[src/rtl/ata_pio_pkg.sv]
package ata_pio_pkg;
  localparam int unsigned TCNT_W = 8;
  typedef logic [TCNT_W-1:0] tcnt_t;

  typedef enum logic [2:0] {
    PH_IDLE,
    PH_SETUP,
    PH_PULSE,
    PH_HOLD,
    PH_RECOV
  } phase_t;

  // Counter load for a phase lasting 'cycles' clocks; zero behaves as one.
  function automatic tcnt_t phase_load(input tcnt_t cycles);
    return (cycles == '0) ? '0 : tcnt_t'(cycles - tcnt_t'(1));
  endfunction

  // True when a local word index lies inside the register window.
  function automatic logic local_index_ok(input logic [3:0] idx, input int unsigned n_regs);
    return 32'(idx) < n_regs;
  endfunction
endpackage

[src/rtl/pio_rdy_sync.sv]
module pio_rdy_sync #(
  parameter int unsigned STAGES = 2
) (
  input  logic clk,
  input  logic arst_n,
  input  logic srst,
  input  logic async_in,
  output logic sync_out
);
  logic [STAGES-1:0] chain_q;

  generate
    for (genvar s = 0; s < STAGES; s++) begin : g_stage
      always_ff @(posedge clk or negedge arst_n) begin
        if (!arst_n)   chain_q[s] <= 1'b1;
        else if (srst) chain_q[s] <= 1'b1;
        else if (s == 0) chain_q[s] <= async_in;
        else           chain_q[s] <= chain_q[(s == 0) ? 0 : s-1];
      end
    end
  endgenerate

  assign sync_out = chain_q[STAGES-1];
endmodule

[src/rtl/pio_timing_regs.sv]
module pio_timing_regs
  import ata_pio_pkg::*;
#(
  parameter int unsigned SETUP_DEF = 6,
  parameter int unsigned PULSE_DEF = 28,
  parameter int unsigned HOLD_DEF  = 2,
  parameter int unsigned RECOV_DEF = 23
) (
  input  logic       clk,
  input  logic       arst_n,
  input  logic       srst,
  input  logic       wr_en,
  input  logic [1:0] idx,
  input  tcnt_t      wr_val,
  output tcnt_t      rd_val,
  output tcnt_t      t_setup,
  output tcnt_t      t_pulse,
  output tcnt_t      t_hold,
  output tcnt_t      t_recov
);
  localparam int unsigned N_REGS = 4;
  localparam tcnt_t RST_VAL [N_REGS] = '{tcnt_t'(SETUP_DEF), tcnt_t'(PULSE_DEF),
                                         tcnt_t'(HOLD_DEF),  tcnt_t'(RECOV_DEF)};
  tcnt_t val [N_REGS];

  generate
    for (genvar g = 0; g < N_REGS; g++) begin : g_reg
      tcnt_t q;
      always_ff @(posedge clk or negedge arst_n) begin
        if (!arst_n)                       q <= RST_VAL[g];
        else if (srst)                     q <= RST_VAL[g];
        else if (wr_en && idx == 2'(g))    q <= wr_val;
      end
      assign val[g] = q;
    end
  endgenerate

  assign rd_val  = val[idx];
  assign t_setup = val[0];
  assign t_pulse = val[1];
  assign t_hold  = val[2];
  assign t_recov = val[3];

  logic [N_REGS*TCNT_W-1:0] all_vals;
  assign all_vals = {val[3], val[2], val[1], val[0]};

  AST_REG_STABLE: assert property (@(posedge clk) disable iff (!arst_n || srst)
    !wr_en |=> $stable(all_vals));
endmodule

[src/rtl/pio_cycle_fsm.sv]
module pio_cycle_fsm
  import ata_pio_pkg::*;
#(
  parameter int unsigned DD_W = 16,
  parameter int unsigned DA_W = 3
) (
  input  logic            clk,
  input  logic            arst_n,
  input  logic            srst,
  input  logic            start,
  input  logic            start_we,
  input  logic            start_cs1,
  input  logic [DA_W-1:0] start_addr,
  input  logic [DD_W-1:0] start_wdata,
  input  tcnt_t           t_setup,
  input  tcnt_t           t_pulse,
  input  tcnt_t           t_hold,
  input  tcnt_t           t_recov,
  input  logic            ready_s,
  input  logic [DD_W-1:0] dd_in,
  output logic            idle,
  output logic            xfer_done,
  output logic [DD_W-1:0] rd_word,
  output logic            cs0_n,
  output logic            cs1_n,
  output logic [DA_W-1:0] da,
  output logic            rd_n,
  output logic            wr_n,
  output logic [DD_W-1:0] dd_out,
  output logic            dd_oe
);
  phase_t          phase_q;
  tcnt_t           cnt_q;
  logic            we_q, cs1_q;
  logic [DA_W-1:0] addr_q;
  logic [DD_W-1:0] wdata_q, rd_q;

  logic cnt_zero, pulse_end, in_xfer, strobe_on;
  assign cnt_zero  = (cnt_q == '0);
  assign pulse_end = (phase_q == PH_PULSE) && ready_s && cnt_zero;
  assign xfer_done = (phase_q == PH_HOLD) && cnt_zero;
  assign in_xfer   = (phase_q == PH_SETUP) || (phase_q == PH_PULSE) || (phase_q == PH_HOLD);
  assign strobe_on = (phase_q == PH_PULSE);

  always_ff @(posedge clk or negedge arst_n) begin
    if (!arst_n) begin
      phase_q <= PH_IDLE; cnt_q <= '0; we_q <= 1'b0; cs1_q <= 1'b0;
      addr_q <= '0; wdata_q <= '0; rd_q <= '0;
    end else if (srst) begin
      phase_q <= PH_IDLE; cnt_q <= '0; we_q <= 1'b0; cs1_q <= 1'b0;
      addr_q <= '0; wdata_q <= '0; rd_q <= '0;
    end else begin
      unique case (phase_q)
        PH_IDLE: if (start) begin
          we_q    <= start_we;
          cs1_q   <= start_cs1;
          addr_q  <= start_addr;
          wdata_q <= start_wdata;
          cnt_q   <= phase_load(t_setup);
          phase_q <= PH_SETUP;
        end
        PH_SETUP: if (cnt_zero) begin
          cnt_q   <= phase_load(t_pulse);
          phase_q <= PH_PULSE;
        end else cnt_q <= cnt_q - tcnt_t'(1);
        PH_PULSE: if (ready_s) begin
          if (cnt_zero) begin
            if (!we_q) rd_q <= dd_in;
            cnt_q   <= phase_load(t_hold);
            phase_q <= PH_HOLD;
          end else cnt_q <= cnt_q - tcnt_t'(1);
        end
        PH_HOLD: if (cnt_zero) begin
          cnt_q   <= phase_load(t_recov);
          phase_q <= PH_RECOV;
        end else cnt_q <= cnt_q - tcnt_t'(1);
        PH_RECOV: if (cnt_zero) phase_q <= PH_IDLE;
                  else cnt_q <= cnt_q - tcnt_t'(1);
        default: phase_q <= PH_IDLE;
      endcase
    end
  end

  assign idle    = (phase_q == PH_IDLE);
  assign rd_word = rd_q;
  assign cs0_n   = !(in_xfer && !cs1_q);
  assign cs1_n   = !(in_xfer && cs1_q);
  assign da      = addr_q;
  assign rd_n    = !(strobe_on && !we_q);
  assign wr_n    = !(strobe_on && we_q);
  assign dd_out  = wdata_q;
  assign dd_oe   = in_xfer && we_q;

  AST_STROBE_EXCL: assert property (@(posedge clk) disable iff (!arst_n || srst)
    !(!rd_n && !wr_n));
  AST_CS_EXCL: assert property (@(posedge clk) disable iff (!arst_n || srst)
    !(!cs0_n && !cs1_n));
  AST_STROBE_UNDER_CS: assert property (@(posedge clk) disable iff (!arst_n || srst)
    (!rd_n || !wr_n) |-> (!cs0_n || !cs1_n));
  AST_NO_OE_ON_READ: assert property (@(posedge clk) disable iff (!arst_n || srst)
    !rd_n |-> !dd_oe);
  AST_STALL_HOLDS: assert property (@(posedge clk) disable iff (!arst_n || srst)
    (strobe_on && !ready_s) |=> strobe_on);
  AST_RECOV_NO_START: assert property (@(posedge clk) disable iff (!arst_n || srst)
    (phase_q == PH_RECOV) |=> (phase_q == PH_RECOV || phase_q == PH_IDLE));
  AST_DONE_AFTER_PULSE: assert property (@(posedge clk) disable iff (!arst_n || srst)
    pulse_end |=> (phase_q == PH_HOLD));
endmodule

[src/rtl/ata_pio_engine.sv]
module ata_pio_engine
  import ata_pio_pkg::*;
#(
  parameter int unsigned BUS_W       = 32,
  parameter int unsigned SEL_W       = 4,
  parameter int unsigned ADR_W       = 5,
  parameter int unsigned DD_W        = 16,
  parameter int unsigned SYNC_STAGES = 2,
  parameter int unsigned SETUP_DEF   = 6,
  parameter int unsigned PULSE_DEF   = 28,
  parameter int unsigned HOLD_DEF    = 2,
  parameter int unsigned RECOV_DEF   = 23
) (
  input  logic             clk,
  input  logic             arst_n,
  input  logic             srst,
  input  logic             bus_cyc,
  input  logic             bus_stb,
  input  logic             bus_we,
  input  logic [ADR_W-1:0] bus_adr,
  input  logic [SEL_W-1:0] bus_sel,
  input  logic [BUS_W-1:0] bus_wdata,
  output logic [BUS_W-1:0] bus_rdata,
  output logic             bus_ack,
  output logic             bus_rty,
  output logic             bus_err,
  output logic             dsk_rst_n,
  output logic             dsk_cs0_n,
  output logic             dsk_cs1_n,
  output logic [2:0]       dsk_addr,
  output logic             dsk_rd_n,
  output logic             dsk_wr_n,
  output logic [DD_W-1:0]  dsk_dout,
  input  logic [DD_W-1:0]  dsk_din,
  output logic             dsk_doe,
  input  logic             dsk_rdy,
  input  logic             dsk_irq,
  output logic             irq_out
);
  localparam int unsigned SPACE_BIT = ADR_W - 1;
  localparam int unsigned CSSEL_BIT = ADR_W - 2;
  localparam int unsigned DA_W      = ADR_W - 2;
  localparam int unsigned N_REGS    = 4;

  logic ack_q, err_q, irq_q, drst_q;
  logic [BUS_W-1:0] rdata_q;

  logic  req, eng_idle, dev_start, loc_hit, loc_ok, reg_wr, xfer_done, ready_s;
  tcnt_t reg_rd, t_setup, t_pulse, t_hold, t_recov;
  logic [DD_W-1:0] rd_word;

  assign req       = bus_cyc && bus_stb && !ack_q && !err_q;
  assign dev_start = req && eng_idle && bus_adr[SPACE_BIT];
  assign loc_hit   = req && eng_idle && !bus_adr[SPACE_BIT];
  assign loc_ok    = local_index_ok(bus_adr[3:0], N_REGS);
  assign reg_wr    = loc_hit && loc_ok && bus_we && bus_sel[0];

  pio_timing_regs #(
    .SETUP_DEF(SETUP_DEF), .PULSE_DEF(PULSE_DEF),
    .HOLD_DEF(HOLD_DEF),   .RECOV_DEF(RECOV_DEF)
  ) u_regs (
    .clk(clk), .arst_n(arst_n), .srst(srst),
    .wr_en(reg_wr), .idx(bus_adr[1:0]), .wr_val(bus_wdata[TCNT_W-1:0]),
    .rd_val(reg_rd), .t_setup(t_setup), .t_pulse(t_pulse),
    .t_hold(t_hold), .t_recov(t_recov)
  );

  pio_rdy_sync #(.STAGES(SYNC_STAGES)) u_sync (
    .clk(clk), .arst_n(arst_n), .srst(srst),
    .async_in(dsk_rdy), .sync_out(ready_s)
  );

  pio_cycle_fsm #(.DD_W(DD_W), .DA_W(DA_W)) u_fsm (
    .clk(clk), .arst_n(arst_n), .srst(srst),
    .start(dev_start), .start_we(bus_we), .start_cs1(bus_adr[CSSEL_BIT]),
    .start_addr(bus_adr[DA_W-1:0]), .start_wdata(bus_wdata[DD_W-1:0]),
    .t_setup(t_setup), .t_pulse(t_pulse), .t_hold(t_hold), .t_recov(t_recov),
    .ready_s(ready_s), .dd_in(dsk_din),
    .idle(eng_idle), .xfer_done(xfer_done), .rd_word(rd_word),
    .cs0_n(dsk_cs0_n), .cs1_n(dsk_cs1_n), .da(dsk_addr),
    .rd_n(dsk_rd_n), .wr_n(dsk_wr_n), .dd_out(dsk_dout), .dd_oe(dsk_doe)
  );

  always_ff @(posedge clk or negedge arst_n) begin
    if (!arst_n) begin
      ack_q <= 1'b0; err_q <= 1'b0; rdata_q <= '0; irq_q <= 1'b0; drst_q <= 1'b0;
    end else if (srst) begin
      ack_q <= 1'b0; err_q <= 1'b0; rdata_q <= '0; irq_q <= 1'b0; drst_q <= 1'b0;
    end else begin
      ack_q  <= (loc_hit && loc_ok) || xfer_done;
      err_q  <= loc_hit && !loc_ok;
      irq_q  <= dsk_irq;
      drst_q <= 1'b1;
      if (loc_hit && loc_ok)
        rdata_q <= {{(BUS_W-TCNT_W){1'b0}}, reg_rd};
      else if (xfer_done)
        rdata_q <= {{(BUS_W-DD_W){1'b0}}, rd_word};
    end
  end

  assign bus_ack   = ack_q;
  assign bus_err   = err_q;
  assign bus_rty   = 1'b0;
  assign bus_rdata = rdata_q;
  assign irq_out   = irq_q;
  assign dsk_rst_n = drst_q;

  logic unused_bits;
  assign unused_bits = ^{bus_sel[SEL_W-1:1], bus_wdata[BUS_W-1:DD_W]};

  AST_ACK_PULSE: assert property (@(posedge clk) disable iff (!arst_n || srst)
    bus_ack |=> !bus_ack);
  AST_ACK_ERR_EXCL: assert property (@(posedge clk) disable iff (!arst_n || srst)
    !(bus_ack && bus_err));
  AST_ERR_PULSE: assert property (@(posedge clk) disable iff (!arst_n || srst)
    bus_err |=> !bus_err);
  AST_IRQ_DELAY: assert property (@(posedge clk) disable iff (!arst_n || srst)
    1'b1 |=> (irq_out == $past(dsk_irq)));
  AST_LOCAL_NO_DISK: assert property (@(posedge clk) disable iff (!arst_n || srst)
    (loc_hit && loc_ok) |=> (dsk_cs0_n && dsk_cs1_n));
endmodule

[config.mk]
export PLATFORM = sky130hd
export DESIGN_NAME = ata_pio_engine
export DESIGN_NICKNAME = d
export VERILOG_FILES = /design/src/rtl/ata_pio_pkg.sv /design/src/rtl/pio_rdy_sync.sv /design/src/rtl/pio_timing_regs.sv /design/src/rtl/pio_cycle_fsm.sv /design/src/rtl/ata_pio_engine.sv
export SDC_FILE = /design/constraint.sdc
export NUM_CORES = 1
export LEC_CHECK = 0
export ABC_AREA = 1
export BUFFER_PORTS_ARGS = -buffer_cell sky130_fd_sc_hd__buf_2
export CAP_MARGIN = 40
export CORE_MARGIN = 2
export CORE_UTILIZATION = 59
export CTS_BUF_LIST = sky130_fd_sc_hd__clkbuf_16
export CTS_CLUSTER_SIZE = 24
export DETAILED_ROUTE_END_ITERATION = 12
export GPL_TIMING_DRIVEN = 0
export PLACE_DENSITY_LB_ADDON = 0.05
export SETUP_SLACK_MARGIN = 0.3
export SYNTH_ARGS = -nofsm -noshare
export SYNTH_HDL_FRONTEND = slang
export SYNTH_SLANG_ARGS = --single-unit
[constraint.sdc]
create_clock -name clk -period 3.1 [get_ports clk]
set_input_delay 0.465 -clock clk [delete_from_list [all_inputs] [get_ports clk]]
set_output_delay 0.465 -clock clk [all_outputs]
set_load 0.005 [all_outputs]
==> impl_metrics.toml <==
[hold_path]
min_path_type = "in -> async"

[sta]
fin_crit_sh = 0.696
setup-tns-final_ps = 0
skew_ps = 7.07
finalCriticalPeriod_ps = 2160
setup_viol = 0
max-slew-margin-rel = 0.642
whs_ps = 72.1
slew_violations = 0
hold_viol = 0
grt_setup_unrepaired = "false"
worst_pin_slew_ps = 537
timing.fmax_ghz = 0.464

[cells_and_area]
multi_input_area_sq_um = 2630
mostFrequentLayoutCells = "252 x nand2_1, 94 x buf_2, 90 x dfrtp_1, 83 x nand3_1, 74 x inv_1"
layout_commonest_cell = "nand2_1"
syn_to_final_growth_pct = 17.3
fin_nets = 953
n_fill_cell = 792
layout-drive-gt1-share = 0.190
regArea_sq_um = 2570
diodes = 0

[grt]
grt_overflow = 0
grt_pass1_vias = 5015
grt_usage = 0.308
grt_pass1_wl_mm = 24.5
grt_max_degree = 69
antenna_found_initial = 0

[routing]
dr.pass1.iters = 5
wire_per_inst_um = 15.1
routed_via_density = 5.41
drtAntennaViolNets = 0
drc = 0
drtIter0Drc = 410
via_count = 5477
wl_mm = 15.3

[yosys]
synth_compound_area_frac = 0.107
ys_ff_latch = 102
synth-edff-count = 0
ys.flop_type = "dfrtp_1"
synth-xor-area-share = 0.00930
yosys.cell_types.count = 34
synthArstFlopShare = 1.00
synthMuxAreaShare = 0
ys_warn_count = 0
synth_top_family_by_area = "simple AND/OR/NAND/NOR gates"
synthSimpleGateAreaFrac = 0.315
synth_fa_ha_area_frac = 0.0221
synth_top_area_share = 0.398
synth_cells = 761
synth_area_leaders = "dfrtp_1 40%, nand2_1 17%, nand3_1 7.3%, dfstp_2 5.6%, o21ai_0 5.5%"
yosysSeqAreaShare = 0.454
yosysTopAreaCell = "dfrtp_1"
syn_area_per_cell_sq_um = 7.43
syn_area_sq_um = 5650

[clock_network]
clk_latency_ps = 350
cts-root-buf = "clkbuf_16"
clkTransAtPathRegs_ps = 70
htree_levels = 3
numClockSinks = 102
cts-hold-fix-buffers = 0
cts_buffer_depth = 2
numCtsBuffers = 9
tritoncts = "yes"
cts_resized = 0
post_cts_buffers = 0

[pwr]
power_density_nw_per_um2 = 558
ir_drop_uv = 260
leakagePower_nw = 3.63

[run_status]
status = "finished, final reports clean"

[critical_path]
critPathRequiredTime_ps = 3390
cp-start-kind = "flop"
timing.rr.start = "u_fsm.cnt_q[0]"
cp_max_fo = 10
cp-end-kind = "flop"
reg2reg_slack_ps = 940
cp.arrival_ps = 2440
worstSetupPathType = "reg -> reg"
r2r-end = "u_fsm.rd_word[7]"
reg2reg_depth = 9

[floorplanning]
core_sq_um = 9280
die_height_um = 102
initial_core_util = 0.609
rows = 35
die_area_sq_um = 10400
ios = 126
die_w_um = 102

[job]
drv_cap = 0

[placed_design]
gp_congestion = 1.03
port_buffers = 89
dp_hpwl_mm = 11.6
==> layout make-up <==
| type | instances | area share |
|---|---|---|
| buffer | 34 | 0.0334 |
| clock buffer | 9 | 0.0340 |
| inverter | 79 | 0.0447 |
| clock inverter | 7 | 0.00849 |
| tap | 129 | 0.0243 |
| multi-input combinational | 562 | 0.396 |
| sequential | 102 | 0.387 |
| timing repair buffer | 90 | 0.0717 |
==> registers in the layout, indices dropped and copies added, names as in the netlist <==
name / flops
bus_ack: 1
bus_err: 1
bus_rdata: 16
dsk_rst_n: 1
irq_out: 1
u_fsm.cnt_q: 8
u_fsm.cs1_q: 1
u_fsm.da: 3
u_fsm.dd_out: 16
u_fsm.phase_q: 3
u_fsm.rd_word: 16
u_fsm.we_q: 1
u_regs.t_hold: 8
u_regs.t_pulse: 8
u_regs.t_recov: 8
u_regs.t_setup: 8
u_sync.chain_q: 1
u_sync.sync_out: 1
==> synth_stat cells, types with 2 or more instances <==
cell / instances
a21oi_1: 10
a31oi_1: 4
buf_2: 6
buf_4: 19
buf_6: 2
clkbuf_1: 6
clkinv_1: 2
dfrtp_1: 90
dfstp_2: 12
ha_1: 10
inv_1: 73
inv_2: 4
nand2_1: 252
nand2_2: 3
nand3_1: 83
nand3_2: 2
nand4_1: 9
nor2_1: 59
nor2_2: 4
nor3_1: 3
nor3_2: 2
o211ai_1: 8
o21ai_0: 62
o21ai_1: 2
o21ai_2: 3
o22ai_1: 16
or2_2: 3
xor2_1: 6
==> critical path, stage by stage (launching register included) <==
cell	delay, ps
dfrtp_1	390
inv_1	120
ha_1	160
nand3_1	70
nor2_1	370
nand4_2	300
nor2_2	320
buf_4	230
nand2_1	60
nand2_1	70
==> power by group <==
group          internal (W)  switching, W
sequential          0.00144     0.0000857
clock              0.000555      0.000534
combinational      0.000362      0.000718
total               0.00236       0.00134
==> metal layers <==
layer / up-vias / GRT usage / wire length (um)
li1: 2665 / - / -
met1: 2548 / 0.419 / 6560
met2: 233 / 0.489 / 7100
met3: 31 / 0.0773 / 1260
met4: 0 / 0.101 / 355
met5: - / 0 / 0
==> cells by family (layout without fill, tap and decap cells) <==
family / count (synthesis) / count (layout)
AOI/OAI and AO/OA: 107 / 107
xor gates and xnor gates: 6 / 6
adders and majority gates: 10 / 10
buffers and inverters: 113 / 219
DFF: 102 / 102
other: 1 / 17
and+or+nand+nor: 422 / 422
==> per-stage QoR <==
stage / cell area (sq um) / std cells / power [W] / worst slack [ps] / util
3_5_place_dp: 6350 / 996 / 0.00261 / 973 / 0.684
2_1_floorplan: 5710 / 777 / 0.00228 / 1440 / -
5_1_grt: 6630 / 1012 / 0.00392 / 728 / 0.714
6_report: 6630 / 1012 / 0.00370 / 943 / 0.714
3_3_place_gp: 6320 / 995 / 0.00258 / 515 / 0.681
4_1_cts: 6630 / 1012 / 0.00369 / 953 / 0.714
==> worst max-delay path by stage <==
stage,startpoint,slack (ps),end
after floorplan,u_fsm.cnt_q[0],1440,u_fsm.cnt_q[7]
after global placement,arst_n,520,bus_rdata[11]
after detailed placement,u_fsm.cnt_q[0],970,u_fsm.rd_word[14]
after CTS,u_fsm.cnt_q[0],950,u_fsm.rd_word[7]
after global routing,u_fsm.cnt_q[0],730,u_fsm.rd_word[11]
final,u_fsm.cnt_q[0],940,u_fsm.rd_word[7]
Power figures use the tool's default switching activity.
